File: config.mk
export PLATFORM = sky130hd
export DESIGN_NAME = legacy_use_trap
export DESIGN_NICKNAME = d
export VERILOG_FILES = /design/src/rtl/legacy_use_trap.sv
export SDC_FILE = /design/constraint.sdc
export NUM_CORES = 1
export LEC_CHECK = 0
export ABC_CLOCK_PERIOD_IN_PS = 2300
export CAP_MARGIN = 40
export CORE_ASPECT_RATIO = 1.5
export CORE_MARGIN = 5
export CORE_UTILIZATION = 25
export CTS_CLUSTER_DIAMETER = 100
export DETAILED_ROUTE_END_ITERATION = 12
export PLACE_DENSITY = 0.83
export SLEW_MARGIN = 10
export SYNTH_ARGS = -nofsm -noshare
export SYNTH_HDL_FRONTEND = slang
export SYNTH_SLANG_ARGS = --single-unit
File: constraint.sdc
create_clock -name clk -period 2.3 [get_ports clk]
set_input_delay 0.23 -clock clk [delete_from_list [all_inputs] [get_ports clk]]
set_output_delay 0.23 -clock clk [all_outputs]
set_load 0.03 [all_outputs]
File: src/rtl/legacy_use_trap.sv
module legacy_use_trap #(
  parameter int AW = 8,
  parameter logic [AW-1:0] REG_ADDR = 8'h0C,
  parameter logic [31:0] WR_BITS = 32'h0000_0013
) (
  input  logic          clk,
  input  logic          rst_n,
  input  logic          bus_we,
  input  logic [AW-1:0] bus_addr,
  input  logic [31:0]   bus_wdata,
  output logic [31:0]   bus_rdata,
  input  logic          insn_valid,
  input  logic          in_rte_slot,
  input  logic          slot_insn_nop,
  input  logic          in_branch_slot,
  input  logic          slot_insn_sleep,
  input  logic          cache_array_assoc_wr,
  input  logic          rte_exec,
  input  logic          icbi_exec,
  output logic          slot_illegal_req,
  output logic          addr_error_req
);
  localparam int B_RTE = 0;
  localparam int B_SLP = 1;
  localparam int B_CAW = 4;

  logic [31:0] pend_q, act_q;
  logic hit, commit, rte_bad, slp_bad, caw_bad;

  assign hit    = bus_addr == REG_ADDR;
  assign commit = rte_exec | icbi_exec;

  always_ff @(posedge clk or negedge rst_n)
    if (!rst_n) begin
      pend_q <= WR_BITS;
      act_q  <= WR_BITS;
    end else begin
      if (bus_we && hit) pend_q <= bus_wdata & WR_BITS;
      if (commit)        act_q  <= pend_q;
    end

  assign bus_rdata = hit ? pend_q : 32'h0;

  assign rte_bad = in_rte_slot & ~slot_insn_nop & ~act_q[B_RTE];
  assign slp_bad = in_branch_slot & slot_insn_sleep & ~act_q[B_SLP];
  assign caw_bad = cache_array_assoc_wr & ~act_q[B_CAW];

  always_ff @(posedge clk or negedge rst_n)
    if (!rst_n) begin
      slot_illegal_req <= 1'b0;
      addr_error_req   <= 1'b0;
    end else begin
      slot_illegal_req <= insn_valid & (rte_bad | slp_bad);
      addr_error_req   <= insn_valid & caw_bad;
    end

  assert_reserved_zero_R2: assert property (@(posedge clk) disable iff (!rst_n)
    (bus_rdata & ~WR_BITS) == 32'h0);
  assert_rte_slot_R3: assert property (@(posedge clk) disable iff (!rst_n)
    insn_valid && in_rte_slot && !slot_insn_nop && !act_q[B_RTE] |=> slot_illegal_req);
  assert_branch_sleep_R4: assert property (@(posedge clk) disable iff (!rst_n)
    insn_valid && in_branch_slot && slot_insn_sleep && !act_q[B_SLP] |=> slot_illegal_req);
  assert_cache_wr_R5: assert property (@(posedge clk) disable iff (!rst_n)
    insn_valid && cache_array_assoc_wr && !act_q[B_CAW] |=> addr_error_req);
  assert_active_hold_R6: assert property (@(posedge clk) disable iff (!rst_n)
    !rte_exec && !icbi_exec |=> $stable(act_q));
  assert_no_valid_R7: assert property (@(posedge clk) disable iff (!rst_n)
    !insn_valid |=> !slot_illegal_req && !addr_error_req);
endmodule

==> results.py, run 1 <==
metrics = {
    "run_status": {
        "outcome": "finished clean",
    },
    "floorplanning": {
        "floorplan.die_area_um2": 3515,
        "floorplan_core_area_um2": 2286,
        "die_width_um": 50.10,
        "ios": 85,
        "chipHeight_um": 70.16,
        "start_util": 0.2638,
        "floorplan.rows": 21,
    },
    "yosys": {
        "yosysSeqAreaShare": 0.3444,
        "yosys_warnings": 0,
        "yosys.cell_types.count": 15,
        "synthCells": 59,
        "syn_area_um2": 603.1,
        "synth.ff_latch_count": 8,
        "syn-mean-instance-area_um2": 10.22,
    },
    "sta": {
        "final.min_clock_period_ns": 1.996,
        "grt_setup_unrepaired": "false",
        "hold_viol": 0,
        "finalSetupViolations": 0,
        "fin_worst_skew_ns": 0.009340,
        "final-max-slew-violation-count": 0,
        "achievable-frequency_mhz": 500.9,
        "timing.final.crit_share": 0.8680,
        "setup_tns_ns": 0,
    },
    "power": {
        "static-leakage-power_nw": 0.3895,
        "highest_ir_drop_seen_on_vdd_mv": 0.1980,
        "power.density_cell_area_nw_per_um2": 492.1,
    },
    "worst_setup_path": {
        "worstPathCellList": "clkdlybuf4s50_1 > or4_4 > nor3_1 > and2_1 > buf_4",
        "cp.arrival_ns": 1.77,
        "critPathSlowestCell": "sky130_fd_sc_hd__or4_4",
        "cp_data_required_time_ns": 2.07,
        "timing.critical_path.slowest_cell_delay_ns": 0.54,
        "start_kind": "input port",
        "cp_max_fo": 3,
        "kind_of_cell_with_the_highest_combined_delay_on_the_critical_path": "simple AND/OR/NAND/NOR gates",
        "endpoint_kind": "output pin",
        "path_buf_inv": 2,
        "path_class": "input port to output pin",
    },
    "final_layout": {
        "multi_input_comb_area_um2": 275.3,
        "synthToLayoutAreaGrowth_pct": 32.37,
        "regArea_um2": 207.7,
        "layout.nets": 140,
        "fill_cells": 239,
        "antenna-diode-count": 0,
        "ratio_of_cells_with_drive_above_1_in_the_final_layout": 0.2386,
        "postLayoutCoreUtil": 0.3492,
    },
    "job": {
        "max-cap-violations": 0,
    },
    "clock_tree": {
        "worst_skew_pair.late_latency_ns": 0.25,
        "cts-hold-fix-buffers": 0,
        "clock_path_buffers": 2,
        "clkTransAtPathRegs_ns": 0.06,
        "numClockSinks": 8,
        "cts_tree": "built",
        "numCtsBuffers": 3,
        "cts.repair.resized": 0,
        "ctsRootBufferMaster": "sky130_fd_sc_hd__clkbuf_4",
        "cts.repair_timing.setup_buffer_count": 0,
        "cts_htree_levels": 1,
    },
    "grt": {
        "grt_pass1_vias": 421,
        "grt_usage": 0.06749,
        "pin_count_of_the_biggest_net_entering_global_routing": 9,
        "number_of_antenna_violations_at_the_first_check_in_global_routing": 0,
        "grt_remaining_overflow": 0,
        "global_route_wire_length_before_repair_um": 1814,
    },
    "route": {
        "routed_via_density": 3.784,
        "antenna_violating_nets_post_route": 0,
        "first_iter_violations": 4,
        "routed_wirelength_um": 1190,
        "routed-via-count": 420,
        "detailedRoute.firstPassIterationCount": 4,
        "number_of_design_rule_violations_left_after_detail_routing": 0,
        "wire_per_inst_um": 10.72,
    },
    "place": {
        "count_of_port_buffers_added_during_placement": 26,
        "routabilityCongestion": 0.6486,
        "detailedPlacementHpwl_um": 1071,
    },
    "hold_path": {
        "hold_path_class": "input port to async pin",
    },
}
==> cells by family after synthesis <==
family,after synthesis,share of synthesized area
and+or+nand+nor,12,0.1307
buffers and inverters,31,0.3735
muxes,6,0.1307
other,1,0.006218
AOI/OAI and AO/OA,1,0.01453
DFF,8,0.3444
==> synth_stat cells, drive strengths merged <==
cell type / number / share of area
inv: 2 / 0.012
dfstp: 6 / 0.26
o32ai: 1 / 0.015
and2: 4 / 0.041
and3b: 1 / 0.015
nor2: 1 / 0.0062
nor3: 1 / 0.0083
dfrtp: 2 / 0.083
nand2: 2 / 0.012
or2: 1 / 0.010
or4: 2 / 0.037
buf: 29 / 0.36
mux2: 6 / 0.13
conb: 1 / 0.0062
==> area by class of cell <==
class / instances / area share
Clock buffer: 4 / 0.03292
Multi-Input combinational cell: 48 / 0.3448
Timing Repair Buffer: 26 / 0.3166
Tap cell: 23 / 0.03605
Sequential cell: 8 / 0.2602
Inverter: 2 / 0.009404
==> metrics by stage <==
step	std cells	power, mW	instance area (µm²)	hold slack [ns]	worst slack (ns)
after detailed placement	107	0.2825	772.0	0.5279	0.2242
after global routing	111	0.4190	798.3	0.2745	0.2074
after floorplan	87	0.2748	708.2	-0.06559	0.7122
after CTS	111	0.3984	798.3	0.2515	0.2881
final	111	0.3929	798.3	0.2564	0.3037
after global placement	107	0.2797	772.0	0.5136	0.2653
==> layer usage <==
layer  up-vias  global-route usage  share of wire
met1       185             0.06250           0.30
met3         0             0.04468           0.21
met2        42              0.1133           0.49
met4         0             0.02624              0
li1        193                   -              -
met5         -                   0              0
==> where the power goes <==
part	total [mW]	internal [mW]	switching (mW)
logic	0.125	0.0444	0.0803
registers	0.156	0.152	0.00376
clock network	0.112	0.0662	0.0458
total	0.393	0.263	0.130
==> state kept, by name, summed over array words and instances (netlist names) <==
register          cells
act_q                 3
pend_q                3
addr_error_req        1
slot_illegal_req      1
==> worst register-to-register path: stages (launching register included) <==
cell,delay (ns)
sky130_fd_sc_hd__dfstp_2,0.53
sky130_fd_sc_hd__o32ai_1,0.06
sky130_fd_sc_hd__and2_1,0.15
==> cell usage in the layout (no fill, tap or decap) <==
master	count
sky130_fd_sc_hd__o32ai_1	1
sky130_fd_sc_hd__dfrtp_1	2
sky130_fd_sc_hd__or2_2	1
sky130_fd_sc_hd__nor2_1	1
sky130_fd_sc_hd__or4_4	2
sky130_fd_sc_hd__buf_4	3
sky130_fd_sc_hd__nand2_1	2
sky130_fd_sc_hd__and2_1	4
sky130_fd_sc_hd__clkbuf_4	3
sky130_fd_sc_hd__dfstp_2	6
sky130_fd_sc_hd__clkdlybuf4s50_1	23
sky130_fd_sc_hd__mux2_2	3
sky130_fd_sc_hd__nor3_1	1
sky130_fd_sc_hd__mux2_4	3
sky130_fd_sc_hd__conb_1	29
sky130_fd_sc_hd__and3b_1	1
sky130_fd_sc_hd__inv_1	2
sky130_fd_sc_hd__clkbuf_1	1
==> worst paths after layout <==
check                                startpoint          endpoint  slack, ns  cells after the start
min in group clk           cache_array_assoc_wr    addr_error_req       0.57                      2
setup reg to reg                       act_q[0]  slot_illegal_req       1.46                      2
setup / recovery                    bus_addr[1]      bus_rdata[0]       0.30                      5
hold reg to reg                        act_q[4]    addr_error_req       0.59                      1
max in group asynchronous                 rst_n          act_q[0]       1.73                      1
hold / removal                            rst_n  slot_illegal_req       0.26                      1
(Power assumes the default switching activity.)
==> run 2: changes to the inputs <==
CORE_MARGIN = default   (was 5)
GPL_ROUTABILITY_DRIVEN = 0   (was default)
PLACE_DENSITY = 0.84   (was 0.83)
==> results.py, run 2 (synthesis results as in run 1) <==
metrics = {
    "sta": {
        "hold_viol": 0,
        "achievable-frequency_mhz": 506.7,
        "finalSetupViolations": 0,
        "setup_tns_ns": 0,
        "hold_slack_ns": 0.2505,
        "timing.final.crit_share": 0.8581,
        "fin_worst_skew_ns": 0.002007,
        "final-max-slew-violation-count": 0,
        "grt_setup_unrepaired": "false",
        "final.min_clock_period_ns": 1.974,
    },
    "route": {
        "first_iter_violations": 0,
        "routed_via_density": 3.800,
        "wire_per_inst_um": 8.827,
        "antenna_violating_nets_post_route": 0,
        "number_of_design_rule_violations_left_after_detail_routing": 0,
        "routed-via-count": 418,
        "routed_wirelength_um": 971,
        "detailedRoute.firstPassIterationCount": 1,
    },
    "power": {
        "power_mw": 0.3823,
        "power.density_cell_area_nw_per_um2": 481.2,
        "highest_ir_drop_seen_on_vdd_mv": 0.1904,
        "static-leakage-power_nw": 0.3884,
    },
    "place": {
        "count_of_port_buffers_added_during_placement": 26,
        "detailedPlacementHpwl_um": 861.4,
    },
    "grt": {
        "grt_pass1_vias": 410,
        "grt_remaining_overflow": 0,
        "grt_usage": 0.08713,
        "global_route_wire_length_before_repair_um": 1635,
        "number_of_antenna_violations_at_the_first_check_in_global_routing": 0,
        "pin_count_of_the_biggest_net_entering_global_routing": 9,
    },
    "floorplanning": {
        "ios": 85,
        "floorplan.rows": 21,
        "floorplan.die_area_um2": 2617,
        "floorplan_core_area_um2": 2260,
        "start_util": 0.2669,
        "chipHeight_um": 62.16,
        "die_width_um": 42.10,
    },
    "clock_tree": {
        "ctsRootBufferMaster": "sky130_fd_sc_hd__clkbuf_4",
        "cts-hold-fix-buffers": 0,
        "cts_tree": "built",
        "cts.repair.resized": 0,
        "numCtsBuffers": 3,
        "worst_skew_pair.late_latency_ns": 0.25,
        "numClockSinks": 8,
        "clkTransAtPathRegs_ns": 0.05,
        "cts.repair_timing.setup_buffer_count": 0,
        "clock_path_buffers": 2,
        "cts_htree_levels": 1,
    },
    "hold_path": {
        "hold_path_class": "input port to async pin",
    },
    "run_status": {
        "outcome": "finished clean",
    },
    "final_layout": {
        "layout.nets": 140,
        "multi_input_comb_area_um2": 275.3,
        "regArea_um2": 207.7,
        "top_library_cells_by_usage_in_the_layout_fill_and_taps_aside": "sky130_fd_sc_hd__conb_1, sky130_fd_sc_hd__clkdlybuf4s50_1, sky130_fd_sc_hd__dfstp_2",
        "fill_cells": 244,
        "mostFrequentLayoutCell": "sky130_fd_sc_hd__conb_1",
        "antenna-diode-count": 0,
        "ratio_of_cells_with_drive_above_1_in_the_final_layout": 0.2414,
        "largest_registers": "act_q x3, pend_q x3",
        "synthToLayoutAreaGrowth_pct": 31.74,
    },
    "worst_setup_path": {
        "cp_data_required_time_ns": 2.07,
        "endpoint_kind": "output pin",
        "path_class": "input port to output pin",
        "cp_max_fo": 3,
        "cp.arrival_ns": 1.74,
        "start_kind": "input port",
    },
    "job": {
        "max-cap-violations": 0,
    },
}
run 2: cell types whose count changed in the layout (fill, tap and decap cells not counted):
cell	change
sky130_fd_sc_hd__clkbuf_1	-1
run 2: path summary, 6_finish.rpt:
| kind | start | end | slack, ns | depth (start not counted) |
|---|---|---|---|---|
| setup / recovery | bus_addr[0] | bus_rdata[4] | 0.33 | 5 |
| hold / removal | rst_n | slot_illegal_req | 0.25 | 1 |
| setup reg to reg | act_q[1] | slot_illegal_req | 1.45 | 2 |
| hold reg to reg | act_q[4] | addr_error_req | 0.59 | 1 |
| max in group asynchronous | rst_n | pend_q[4] | 1.75 | 1 |
| min in group clk | insn_valid | slot_illegal_req | 0.57 | 2 |
run 2: through the flow:
step / utilization / cells / setup WS, ns / instance area, µm²
6_report: 0.3516 / 110 / 0.3263 / 794.5
5_1_grt: 0.3516 / 110 / 0.2829 / 794.5
4_1_cts: 0.3516 / 110 / 0.3025 / 794.5
3_5_place_dp: 0.3416 / 107 / 0.2248 / 772.0
3_3_place_gp: 0.3416 / 107 / 0.2767 / 772.0
2_1_floorplan: - / 87 / 0.7122 / 708.2
run 2: cell type report:
| class | instances | share of cell area |
|---|---|---|
| clock buffer | 3 | 0.02835 |
| multi-input combinational | 48 | 0.3465 |
| tap | 23 | 0.03622 |
| timing repair buffer | 26 | 0.3181 |
| sequential | 8 | 0.2614 |
| inverter | 2 | 0.009449 |
run 2: routing by layer:
metal | up-vias | share of wire | wire, µm | global-route usage
li1 | 190 | - | - | -
met1 | 183 | 0.31 | 302 | 0.07233
met2 | 45 | 0.55 | 535 | 0.1563
met3 | 0 | 0.14 | 132 | 0.04070
met4 | 0 | 0 | 0 | 0.05859
met5 | - | 0 | 0 | 0
run 2: critical path, cell delays in order:
cell                              delay, ns
sky130_fd_sc_hd__clkdlybuf4s50_1       0.42
sky130_fd_sc_hd__or4_4                 0.53
sky130_fd_sc_hd__nor3_1                0.23
sky130_fd_sc_hd__and2_1                0.17
sky130_fd_sc_hd__buf_4                 0.15
run 2: power by group:
group / total, mW / switching [mW] / internal, mW
Sequential: 0.156 / 0.00350 / 0.152
Combinational: 0.124 / 0.0795 / 0.0444
Clock: 0.102 / 0.0431 / 0.0594
